## src/rtl/irq_lvl_pkg.sv

```systemverilog
package irq_lvl_pkg;
  // Mask with n ones starting at bit lo.
  function automatic logic [31:0] span_mask(input int lo, input int n);
    logic [31:0] m;
    m = '0;
    for (int i = 0; i < 32; i++)
      if (i >= lo && i < lo + n) m[i] = 1'b1;
    return m;
  endfunction

  // Software source index (0-based within the group) to level.
  function automatic logic [4:0] sw_level(input logic hit, input logic [4:0] idx);
    return hit ? idx + 5'd1 : 5'd0;
  endfunction

  // External source index (0-based within the group) to level.
  function automatic logic [4:0] ext_level(input logic [4:0] idx, input int lo);
    return idx + 5'(lo);
  endfunction
endpackage

```

## src/rtl/irq_prio_scan.sv

```systemverilog
module irq_prio_scan #(
  parameter int W  = 15,
  parameter int OW = 5
) (
  input  logic [W-1:0]  vec,
  output logic          hit,
  output logic [OW-1:0] idx
);
  always_comb begin
    hit = 1'b0;
    idx = '0;
    for (int i = 0; i < W; i++) begin
      if (vec[i]) begin
        hit = 1'b1;
        idx = OW'(i);
      end
    end
  end
endmodule

```

## src/rtl/irq_ctl_regs.sv

```systemverilog
module irq_ctl_regs #(
  parameter int          DW      = 32,
  parameter int          LVL_W   = 5,
  parameter logic [31:0] SW_MASK = 32'h0007FFF0
) (
  input  logic             clk,
  input  logic             rst_n,
  input  logic             sw_wr_en,
  input  logic [DW-1:0]    sw_wr_data,
  input  logic             ipl_wr_en,
  input  logic [DW-1:0]    ipl_wr_data,
  input  logic             id_wr_en,
  output logic [DW-1:0]    sw_req_q,
  output logic [LVL_W-1:0] ipl_q,
  output logic             wr_err
);
  always_ff @(posedge clk) begin
    if (!rst_n) begin
      sw_req_q <= '0;
      ipl_q    <= '0;
      wr_err   <= 1'b0;
    end else begin
      if (sw_wr_en)  sw_req_q <= sw_wr_data & SW_MASK;
      if (ipl_wr_en) ipl_q    <= ipl_wr_data[LVL_W-1:0];
      wr_err <= id_wr_en;
    end
  end

  p_ipl_trim_r3: assert property (@(posedge clk) disable iff (!rst_n)
    ipl_wr_en |=> ipl_q == $past(ipl_wr_data[LVL_W-1:0]));
  p_sw_mask_r2: assert property (@(posedge clk) disable iff (!rst_n)
    sw_wr_en |=> sw_req_q == ($past(sw_wr_data) & SW_MASK));
  p_err_pulse_r10: assert property (@(posedge clk) disable iff (!rst_n)
    id_wr_en |=> wr_err);
endmodule

```

## src/rtl/irq_trap_gate.sv

```systemverilog
module irq_trap_gate #(
  parameter int DW    = 32,
  parameter int LVL_W = 5
) (
  input  logic             clk,
  input  logic             rst_n,
  input  logic [LVL_W-1:0] res_lvl,
  input  logic [DW-1:0]    summary,
  input  logic [LVL_W-1:0] ipl_q,
  input  logic             trap_busy,
  output logic             trap_req,
  output logic [DW-1:0]    isr_q,
  output logic [LVL_W-1:0] intid_q
);
  logic above_ipl;
  logic trap_fire;

  assign above_ipl = (res_lvl != '0) && (res_lvl > ipl_q);
  assign trap_fire = above_ipl && !trap_busy && !trap_req;

  always_ff @(posedge clk) begin
    if (!rst_n) begin
      trap_req <= 1'b0;
      isr_q    <= '0;
      intid_q  <= '0;
    end else begin
      trap_req <= trap_fire;
      if (trap_fire) begin
        isr_q   <= summary;
        intid_q <= res_lvl;
      end
    end
  end

  p_above_ipl_r7: assert property (@(posedge clk) disable iff (!rst_n)
    trap_req |-> ($past(res_lvl) > $past(ipl_q)) && ($past(res_lvl) != '0));
  p_single_pulse_r9: assert property (@(posedge clk) disable iff (!rst_n)
    trap_req |=> !trap_req);
  p_busy_blocks_r9: assert property (@(posedge clk) disable iff (!rst_n)
    trap_busy |=> !trap_req);
  p_id_hold_r8: assert property (@(posedge clk) disable iff (!rst_n)
    !trap_req |-> $stable(intid_q) && $stable(isr_q));
  p_id_load_r8: assert property (@(posedge clk) disable iff (!rst_n)
    trap_req |-> intid_q == $past(res_lvl));
endmodule

```

## src/rtl/irq_level_resolver.sv

```systemverilog
module irq_level_resolver
  import irq_lvl_pkg::*;
#(
  parameter int DW     = 32,
  parameter int LVL_W  = 5,
  parameter int SW_LO  = 4,
  parameter int SW_N   = 15,
  parameter int EXT_LO = 20
) (
  input  logic             clk,
  input  logic             rst_n,
  input  logic             sw_wr_en,
  input  logic [DW-1:0]    sw_wr_data,
  input  logic             ipl_wr_en,
  input  logic [DW-1:0]    ipl_wr_data,
  input  logic             id_wr_en,
  input  logic [DW-1:0]    ext_irq,
  input  logic             trap_busy,
  output logic             trap_req,
  output logic [DW-1:0]    isr_q,
  output logic [LVL_W-1:0] intid_q,
  output logic [LVL_W-1:0] ipl_q,
  output logic [DW-1:0]    sw_req_q,
  output logic             wr_err
);
  localparam int          SW_HI    = SW_LO + SW_N - 1;
  localparam int          EXT_N    = DW - EXT_LO;
  localparam logic [31:0] SW_MASK  = span_mask(SW_LO, SW_N);
  localparam logic [31:0] EXT_MASK = span_mask(EXT_LO, EXT_N);

  logic             sw_hit, ext_hit;
  logic [LVL_W-1:0] sw_idx, ext_idx;
  logic [LVL_W-1:0] sw_lvl, ext_lvl, res_lvl;
  logic [DW-1:0]    summary;

  irq_ctl_regs #(.DW(DW), .LVL_W(LVL_W), .SW_MASK(SW_MASK[DW-1:0])) u_regs (
    .clk(clk), .rst_n(rst_n),
    .sw_wr_en(sw_wr_en), .sw_wr_data(sw_wr_data),
    .ipl_wr_en(ipl_wr_en), .ipl_wr_data(ipl_wr_data),
    .id_wr_en(id_wr_en),
    .sw_req_q(sw_req_q), .ipl_q(ipl_q), .wr_err(wr_err)
  );

  irq_prio_scan #(.W(SW_N), .OW(LVL_W)) u_sw_scan (
    .vec(sw_req_q[SW_HI:SW_LO]), .hit(sw_hit), .idx(sw_idx)
  );

  irq_prio_scan #(.W(EXT_N), .OW(LVL_W)) u_ext_scan (
    .vec(ext_irq[DW-1:EXT_LO]), .hit(ext_hit), .idx(ext_idx)
  );

  assign sw_lvl  = sw_level(sw_hit, sw_idx);
  assign ext_lvl = ext_level(ext_idx, EXT_LO);
  assign res_lvl = ext_hit ? ext_lvl : sw_lvl;
  assign summary = sw_req_q | (ext_irq & EXT_MASK[DW-1:0]);

  irq_trap_gate #(.DW(DW), .LVL_W(LVL_W)) u_gate (
    .clk(clk), .rst_n(rst_n),
    .res_lvl(res_lvl), .summary(summary), .ipl_q(ipl_q),
    .trap_busy(trap_busy),
    .trap_req(trap_req), .isr_q(isr_q), .intid_q(intid_q)
  );

  p_ext_wins_r5: assert property (@(posedge clk) disable iff (!rst_n)
    ext_hit |-> res_lvl >= LVL_W'(EXT_LO));
  p_sw_range_r4: assert property (@(posedge clk) disable iff (!rst_n)
    (!ext_hit && sw_hit) |-> (res_lvl >= 1) && (res_lvl <= LVL_W'(SW_N)));
  p_sw_top_bit_r4: assert property (@(posedge clk) disable iff (!rst_n)
    sw_hit |-> sw_req_q[SW_LO + int'(sw_idx)]);
  p_id_ro_r10: assert property (@(posedge clk) disable iff (!rst_n)
    (id_wr_en && !trap_req) |=> $stable(intid_q) || trap_req);
endmodule

```

## config.mk

```make
export PLATFORM = sky130hd
export DESIGN_NAME = irq_level_resolver
export DESIGN_NICKNAME = d
export VERILOG_FILES = /design/src/rtl/irq_lvl_pkg.sv /design/src/rtl/irq_prio_scan.sv /design/src/rtl/irq_ctl_regs.sv /design/src/rtl/irq_trap_gate.sv /design/src/rtl/irq_level_resolver.sv
export SDC_FILE = /design/constraint.sdc
export NUM_CORES = 1
export LEC_CHECK = 0
export CELL_PAD_IN_SITES_DETAIL_PLACEMENT = 0
export CELL_PAD_IN_SITES_GLOBAL_PLACEMENT = 2
export CORE_MARGIN = 2
export CORE_UTILIZATION = 21
export DETAILED_ROUTE_END_ITERATION = 10
export PLACE_DENSITY_LB_ADDON = 0.1
export RECOVER_POWER = 100
export SYNTH_ARGS = -nofsm -noshare
export SYNTH_HDL_FRONTEND = slang
export SYNTH_SLANG_ARGS = --single-unit
```

## constraint.sdc

```tcl
create_clock -name clk -period 6.2 [get_ports clk]
set_input_delay 1.24 -clock clk [delete_from_list [all_inputs] [get_ports clk]]
set_output_delay 1.24 -clock clk [all_outputs]
set_load 0.01 [all_outputs]
```

==> results.md <==
- RSZ-0062 raised after global routing: false
- Post-Syn Instances: 310
- PostCTS Resize Cnt: 0
- Final HPWL DP: 5581 um
- Worst-path fanout max: 19
- Comb pwr share: between 20% and 30%
- Status: finished with violations
- Clock transition at path regs: roughly 0.07 ns
- HP Class: reg -> reg
- Leakage Power: 0.001692 uW
- Die span in y: 119.7 um
- Yosys reg bits: 54
- Hold Fails Final Rpt: 0
- Commonest cells after routing, fill and taps aside: 63 x nand2_1, 55 x dlygate4sd3_1, 54 x dfxtp_1
- Setup TNS: 0 ns
- Post-synthesis sequential area ratio: around two fifths
- Initial antenna violation count: 0
- Worst Tran Pin Value: 2.602 ns
- Fraction of layout cells with a size suffix above 1: 5.303%
- H-tree Lvls: 2
- CTS Buffer Depth: 2
- Initial Utilization: 21.40%
- Commonest non-fill, non-tap cell in the layout: nand2_1
- Critical path class: in -> reg
- Drt pass-1 iters: 4
- Final WL: approximately 7700 um
- CTS Buf Count: 5
- Vias in the first global route: around 2400
- GRT Overall Usage: 11.14%
- Pre-CTS setup slack: 0.9963 ns
- Core box area: ~13000 sq um
- CTS Sinks: 54
- Routed Antenna Nets: 0
- Routed via count: 2295
- Max cap viols: 1
- Largest net degree at the start of global routing: 63
- Die Area: ~14000 sq um
- Final Max Tran Viols: 63
- Tmin final: 5.170 ns
- Synth warnings: 0
- Synth-to-layout area growth: 39.56%
- WP data required: 6.43 ns
- Antenna diodes: 0
- Nets: just over 500
- Initial drt markers: 68
- Per-cell routed wire length: 13.53 um
- Post-synth EDFFs: 0
- GPL Wtd Cong: 0.6481
- IO Pins: ~180
- Critical path capture point type: register
- Clk_lat worst skew: about 0.30 ns
- Share of flip-flops with an asynchronous set or reset: 0%
- Num rows: 42
- Slew Limit Headroom: -73.49%
- DRC: 0
- Final setup skew: 0.007249 ns
- CP Launch Type: input port
- Max IR drop VDD: 0.08368 mV
- Chip width: 119.7 um
- Ys flop type: dfxtp_1
- Yosys cell types: 50
- Worst Setup Slack, final: 1.030 ns
- I/O Buffers: 91
- Hold-fix buffers, CTS: 0
- Register share of total power: 45.0%
- TritonCTS clock tree: done
- Violated checks: capacitance limit, slew limit
- Setup Buffers After CTS: 0
- Sw frac: 28.19%
- Final setup fails: 0
- CTS root buffer: clkbuf_16
- Power per cell area: ~220 nW/um^2
- Data arrival, critical path: 5.40 ns
- Sw power: 243.0 uW
- Clk pwr share: 34.4%
- First-pass GRT wire length: 12390 um
- Pint: 619.1 uW
- Max Freq: 193.4 MHz
- Final period util: 83.38%
- Syn Std Cell Area: ~2800 sq um
- Routed vias/inst: 4.012
- Overflow after GRT: 0
- Post-synthesis area per instance: a little over 9 sq um
[state kept, by name, indices dropped and copies added, names as in the netlist]
register / count
u_gate.isr_q: 27
u_regs.sw_req_q: 15
u_gate.intid_q: 5
u_regs.ipl_q: 5
u_gate.trap_req: 1
u_regs.wr_err: 1
[cell families (layout without fill, tap and decap cells)]
logic type | after synthesis | after routing | share of synthesized area (%)
fa+ha+maj | 7 | 7 | 3.115
compound gates | 28 | 28 | 9.435
other cells | 1 | 22 | 0.1334
flops | 54 | 54 | 38.45
simple gates | 118 | 118 | 19.63
mux | 51 | 51 | 18.42
buf+inv | 51 | 116 | 10.81
[per-stage QoR]
step | total power (uW) | hold WS, ns | utilization [%] | instances | area [sq um]
6_report | 862.2 | 0.4504 | 29.87 | 572 | 3924
5_1_grt | 915.2 | 0.4634 | 29.87 | 572 | 3924
4_1_cts | 894.4 | 0.4585 | 29.95 | 572 | 3935
3_5_place_dp | 586.0 | 0.4470 | 28.83 | 564 | 3787
3_3_place_gp | 585.3 | 0.4421 | 28.83 | 564 | 3787
2_1_floorplan | 504.8 | 0.4790 | - | 331 | 2890
[area by class of cell]
type | count | area [sq um]
Inverter | 14 | 52.55
Timing Repair Buffer | 94 | 924.6
Clock buffer | 7 | 142.6
Clock inverter | 1 | 5.005
Sequential cell | 54 | 1081
Tap cell | 176 | 220.2
Fill cell | 1374 | 9214
Multi-Input combinational cell | 226 | 1498
[power groups by stage]
stage	sequential [uW]	clock, uW	combinational, uW
floorplan	402	0	102
global placement	398	0	187
detailed placement	398	0	188
CTS	390	315	189
global route	392	326	197
finish	388	297	178
[path summary, 6_finish.rpt]
check	start	end	slack [ns]	cells after the start
setup / recovery	ext_irq[29]	u_gate.isr_q[20]	1.03	13
hold / removal	u_gate.isr_q[14]	u_gate.isr_q[14]	0.45	2
setup reg to reg	u_regs.sw_req_q[9]	u_gate.isr_q[20]	2.08	14
hold reg to reg	u_gate.isr_q[14]	u_gate.isr_q[14]	0.45	2
[cell usage after synthesis, drive strengths merged, types with 2 or more instances]
cell type / n / area (sq um)
nor2: 31 / 116.4
a21oi: 3 / 15.01
buf: 25 / 206.5
nand2: 63 / 236.5
a211oi: 2 / 20.02
or3: 2 / 12.51
a311o: 2 / 21.27
a2111oi: 2 / 36.29
nand4: 4 / 31.28
nor4: 5 / 67.56
mux2i: 51 / 518.0
o21ai: 2 / 10.01
o211ai: 2 / 15.01
dfxtp: 54 / 1081
o31ai: 2 / 15.01
nor2b: 2 / 12.51
nand2b: 2 / 12.51
a221oi: 2 / 17.52
nor3: 2 / 15.01
and2: 2 / 12.51
ha: 7 / 87.58
clkbuf: 12 / 45.04
inv: 14 / 52.55
[routing by layer]
metal	GRT usage [%]	vias up	wire, um
met3	3.707	5	463
met4	3.309	0	96
li1	-	1183	-
met2	18.04	63	3543
met1	14.06	1044	3634
met5	0	-	0
[worst max-delay path, cell delays in order]
cell and delay [ns]:
dlygate4sd3_1 0.60, nor2_1 0.33, nand4_1 0.35, a2111oi_0 0.52, a311o_1 0.37, inv_1 0.09
ha_1 0.29, and3_1 0.19, a311o_1 0.34, a21o_1 0.26, a41oi_4 0.21, buf_4 0.37
mux2i_1 0.22
Power figures use the tool's default switching activity.
